$ cat src/rtl/cmp_timer8.sv
module cmp_timer8 #(
  parameter int W = 8
) (
  input  logic         clk,
  input  logic         rst_n,
  input  logic         tick,
  input  logic         wr_en,
  input  logic [1:0]   wr_sel,
  input  logic [W-1:0] wr_data,
  input  logic [1:0]   clr_flags,
  output logic [W-1:0] count,
  output logic         wave,
  output logic         ovf_flag,
  output logic         cmp_flag,
  output logic         ovf_irq,
  output logic         cmp_irq
);
  localparam logic [W-1:0] TOP = {W{1'b1}};
  localparam logic [W-1:0] BOT = '0;
  localparam logic [1:0] M_FREE = 2'd0, M_CTC = 2'd1, M_FAST = 2'd2, M_DUAL = 2'd3;

  logic [W-1:0] cnt, ocr, ocr_buf;
  logic [5:0]   ctl;
  logic         down;

  wire [1:0] mode   = ctl[1:0];
  wire [1:0] act    = ctl[3:2];
  wire       cnt_wr = wr_en && wr_sel == 2'd0;
  wire       ocr_wr = wr_en && wr_sel == 2'd1;
  wire       ctl_wr = wr_en && wr_sel == 2'd2;
  wire       step   = tick && !cnt_wr;
  wire       at_top = cnt == TOP;
  wire       at_bot = cnt == BOT;
  wire       match  = cnt == ocr;
  wire       pwm    = mode[1];

  logic [W-1:0] cnt_nx;
  logic         ovf_ev, cmp_ev, load_ev, wave_nx;

  always_comb begin
    cnt_nx  = cnt + 1'b1;
    ovf_ev  = 1'b0;
    load_ev = 1'b0;
    wave_nx = wave;
    cmp_ev  = step && match && mode != M_FAST;
    case (mode)
      M_FREE, M_CTC: begin
        if (mode == M_CTC && match) cnt_nx = BOT;
        ovf_ev = step && at_top && !(mode == M_CTC && match);
        if (match)
          case (act)
            2'd1:    wave_nx = ~wave;
            2'd2:    wave_nx = 1'b0;
            2'd3:    wave_nx = 1'b1;
            default: wave_nx = wave;
          endcase
      end
      M_FAST: begin
        ovf_ev  = step && at_top;
        load_ev = step && at_top;
        if (act[1] && match)  wave_nx = act[0];
        if (act[1] && at_top) wave_nx = ~act[0];
      end
      default: begin
        if (down) cnt_nx = at_bot ? BOT + 1'b1 : cnt - 1'b1;
        else      cnt_nx = at_top ? TOP - 1'b1 : cnt + 1'b1;
        ovf_ev  = step && down && at_bot;
        load_ev = step && !down && at_top;
        if (act[1] && match) wave_nx = down ? ~act[0] : act[0];
      end
    endcase
  end

  always_ff @(posedge clk or negedge rst_n)
    if (!rst_n) begin
      cnt <= '0; ocr <= '0; ocr_buf <= '0; ctl <= '0; down <= 1'b0;
      wave <= 1'b0; ovf_flag <= 1'b0; cmp_flag <= 1'b0;
    end else begin
      if (cnt_wr)    cnt <= wr_data;
      else if (tick) cnt <= cnt_nx;
      if (ctl_wr) begin
        ctl  <= wr_data[5:0];
        down <= 1'b0;
      end else if (step && mode == M_DUAL) begin
        down <= down ? !at_bot : at_top;
      end
      if (ocr_wr) ocr_buf <= wr_data;
      if (ocr_wr && !pwm) ocr <= wr_data;
      else if (load_ev)   ocr <= ocr_buf;
      if (step) wave <= wave_nx;
      ovf_flag <= (ovf_flag && !clr_flags[0]) || ovf_ev;
      cmp_flag <= (cmp_flag && !clr_flags[1]) || cmp_ev;
    end

  assign count   = cnt;
  assign ovf_irq = ovf_flag && ctl[4];
  assign cmp_irq = cmp_flag && ctl[5];


  hold_chk: assert property (@(posedge clk) disable iff (!rst_n)
    !tick && !cnt_wr |=> $stable(count) && $stable(wave));


  cnt_wr_chk: assert property (@(posedge clk) disable iff (!rst_n)
    cnt_wr |=> count == $past(wr_data) && !$rose(cmp_flag));


  fast_nocmp_chk: assert property (@(posedge clk) disable iff (!rst_n)
    mode == M_FAST && !ctl_wr |=> !$rose(cmp_flag));


  ovf_clr_chk: assert property (@(posedge clk) disable iff (!rst_n)
    clr_flags[0] && !tick |=> !ovf_flag);


  ctc_restart_chk: assert property (@(posedge clk) disable iff (!rst_n)
    mode == M_CTC && step && match |=> count == BOT && cmp_flag);


  dual_turn_chk: assert property (@(posedge clk) disable iff (!rst_n)
    mode == M_DUAL && step && !ctl_wr && !down && at_top |=> count == TOP - 1'b1);
endmodule

$ cat config.mk
export PLATFORM = sky130hd
export DESIGN_NAME = cmp_timer8
export DESIGN_NICKNAME = d
export VERILOG_FILES = /design/src/rtl/cmp_timer8.sv
export SDC_FILE = /design/constraint.sdc
export NUM_CORES = 1
export LEC_CHECK = 0
export ABC_AREA = 1
export BUFFER_PORTS_ARGS = -buffer_cell sky130_fd_sc_hd__buf_2
export CORE_UTILIZATION = 26
export DETAILED_ROUTE_END_ITERATION = 8
export PLACE_DENSITY_LB_ADDON = 0.3
export RECOVER_POWER = 25
export SLEW_MARGIN = 20
export SYNTH_ARGS = -nofsm -noshare
export SYNTH_HDL_FRONTEND = slang
export SYNTH_SLANG_ARGS = --single-unit
$ cat constraint.sdc
create_clock -name clk -period 1.5 [get_ports clk]
set_input_delay 0.075 -clock clk [delete_from_list [all_inputs] [get_ports clk]]
set_output_delay 0.075 -clock clk [all_outputs]
set_load 0.01 [all_outputs]
==> metrics <==
status=finished, violations left; failing checks=negative setup slack; initial antenna violation count=0; top cells by area, synth=dfrtp_1, nand2_1, o21ai_0; Crit Reg-Reg Startpoint=count[1]; Sink Count=34; Nets=415; gr ovfl total=0; terminus of the critical flop-to-flop path=wave; Die X=94.6 um; Max VDD drop=0.394 mV; P_int=2.55 mW; final setup skew=0.0109 ns; crit-path leading delay family=simple AND/OR/NAND/NOR gates; Mapped Cells=311; setup ws final=-0.100 ns; pre-CTS setup slack=-0.181 ns; Reg clk slew, reported paths=0.08 ns; Yosys top cell area share=0.382; Vias/cell=4.52; minimum setup slack among reg-to-reg paths=-0.10 ns; Setup TNS=-0.917 ns; Post-synth top cells=nand2_1, dfrtp_1, inv_1; Root Driver=clkbuf_8; number of fill cells=864; Clock Power Share=0.165; area grow syn2layout=41.5%; core area=0.00826 mm^2; R2R depth=10; worst skew pair latency=0.29 ns; Final Hold Viols=0; final core utilization=0.382; Hold EP=ctl[0]; slew margin rel.=0.527; vias in the first global route=2244; # IOs=29; DIE AREA=0.00895 mm^2; Worst Tran Pin Value=0.709 ns; GP Congestion=0.904; worst-path fanout max=4; largest net degree at the start of global routing=31; predominant post-synthesis flop cell=dfrtp_1; Detailed Place HPWL=4900 um; synth warn=0; post-layout minimum cycle time=1.60 ns; async set-reset flop share out of synthesis=1.00; #FFs+latches synth=34; first-pass GRT wire length=11000 um; syn_area_per_cell=7.17 um^2; Starting Density=0.270; antenna cells=0; DRT Wirelength=6570 um; most frequent CP cell=nor2_1; fmax=625 MHz; RSZ-0062 raised after global routing=true; most numerous cell in the Yosys netlist=nand2_1; worst-path cell chain=ha_4, nand3_2, inv_2, nand2_4, nor2_1, or2_2, nand3_1, nand2_1, nor2_1, nor2_1; H-tree levels=2; net switching power figure=1.71 mW; detailed-route wire length per cell=13.1 um; Comb pwr share=0.507; Slew Viols, Final=0; Port Buffers=28; Sw Ratio=0.401; origin of the worst min-delay path=wr_data[0]; WP buf/inv=1; DR pass1 iterations=5; WS Path Type=reg2reg; final setup vio count=18; part of the cycle the worst path needs=1.07; crit path launch type=flop; post-synthesis sequential area ratio=0.382; post-route DRC violation count=0; Worst Hold Path Cells=3; Via Count=2271; Core Rows=33; CP required=1.68 ns; Max Cap Viol=0; Lkg Pwr=1.56 nW; TritonCTS clock tree=done; Reg power frac=0.329; syn_nets=330; final hold slack=0.123 ns; type of the most critical hold path=in2reg; CTS Buf Count=5; DR iter-0 viols=85; Total GRT Usage=0.161; mapped cell area=0.00223 mm^2; die height=94.6 um; pwr dens=1350 mW/mm^2; antenna-violating nets left=0; CP endpoint kind=flop; EDFF count, synth=0; Tot Pwr=4.26 mW; critical path data arrival time=1.78 ns; fraction of final layout cells with drive strength greater than 1=0.383; Netlist cell types=34; slowest stage cell, crit path=dfrtp_2; Longest Clk Path Bufs=2; largest area contributor in the netlist=dfrtp_1; CP peak stage delay=0.46 ns
==> final cells by class <==
| type | instances | area [um^2] | area share |
|---|---|---|---|
| timing repair buffer | 86 | 596 | 0.189 |
| multi-input combinational | 225 | 1310 | 0.416 |
| inverter | 44 | 168 | 0.0531 |
| clock inverter | 1 | 5.00 | 0.00159 |
| sequential | 34 | 858 | 0.272 |
| clock buffer | 7 | 86.3 | 0.0274 |
| tap | 105 | 131 | 0.0416 |
==> logic make-up after synthesis <==
family | synth area share
AO/OA/AOI/OAI | 0.169
AND/OR/NAND/NOR | 0.304
buffers and inverters | 0.0971
flip-flops | 0.382
adder cells (fa/ha/maj) | 0.0168
XOR/XNOR | 0.0314
==> state kept, by name, summed over array words and instances, names as in the netlist <==
| name | flops |
|---|---|
| down | 1 |
| cmp_flag | 1 |
| ocr_buf | 8 |
| ovf_flag | 1 |
| wave | 1 |
| ocr | 8 |
| ctl | 6 |
| count | 8 |
==> routing by layer <==
metal / share of wire / GRT usage / up-vias
li1: - / - / 1182
met1: 0.47 / 0.214 / 1031
met2: 0.48 / 0.261 / 48
met3: 0.035 / 0.0290 / 10
met4: 0.019 / 0.0543 / 0
met5: 0 / 0 / -
==> worst max-delay path by stage <==
stage	from	to	slack (ns)	cells past startpoint
detailed placement	count[0]	wave	-0.18	10
global placement	count[0]	count[4]	-0.18	10
CTS	count[0]	count[4]	-0.09	10
global route	count[0]	count[6]	-0.18	9
finish	count[1]	wave	-0.10	10
floorplan	count[0]	count[1]	-0.05	8
==> layout by cell type, fill, tap and decap left out, types with 2 or more instances in the layout <==
cell	n
nor2_2	5
o21ai_2	3
dfrtp_1	28
nor2_4	3
buf_6	5
inv_1	32
o211ai_1	7
nor2_1	18
nand3_2	3
nand3_1	13
dfrtp_2	6
o21ai_1	4
o21ai_0	24
nand2_1	81
buf_2	26
nand2_2	10
inv_2	11
buf_4	49
nand2_4	6
xnor2_1	4
nor3_1	2
clkbuf_8	6
nor3_4	2
a21oi_1	8
ha_2	2
clkbuf_1	4
a21oi_2	5
dlygate4sd3_1	3
nand4_1	3
xor2_1	2
o22ai_1	8
==> stage by stage <==
stage	std cells	cell area (um^2)
4_1_cts	496	3040
3_5_place_dp	480	2790
2_1_floorplan	311	2230
5_1_grt	502	3160
6_report	502	3160
3_3_place_gp	480	2790
==> power groups by stage <==
stage	sequential, mW	combinational (mW)	clock (mW)
after floorplan	1.33	1.05	0
after global placement	1.38	1.87	0
after detailed placement	1.39	1.86	0
after CTS	1.39	2.01	0.730
after global routing	1.44	2.42	0.769
final	1.40	2.16	0.702
==> timing repair <==
action,in CTS,in global routing
hold buffers,3,0
resized for setup,26,23
hold endpoints to repair,31,0
setup endpoints to repair,18,20
gates cloned,1,0
buffers inserted,4,6
pin swaps,10,15
==> worst register-to-register path: cells and delay by family (launching register included) <==
kind                       cells  cell delay (ns)
DFF                            1             0.46
adders and majority gates      1             0.19
buffers and inverters          1             0.05
and+or+nand+nor                8             0.80
No activity file was read; power rests on OpenSTA's default activity.
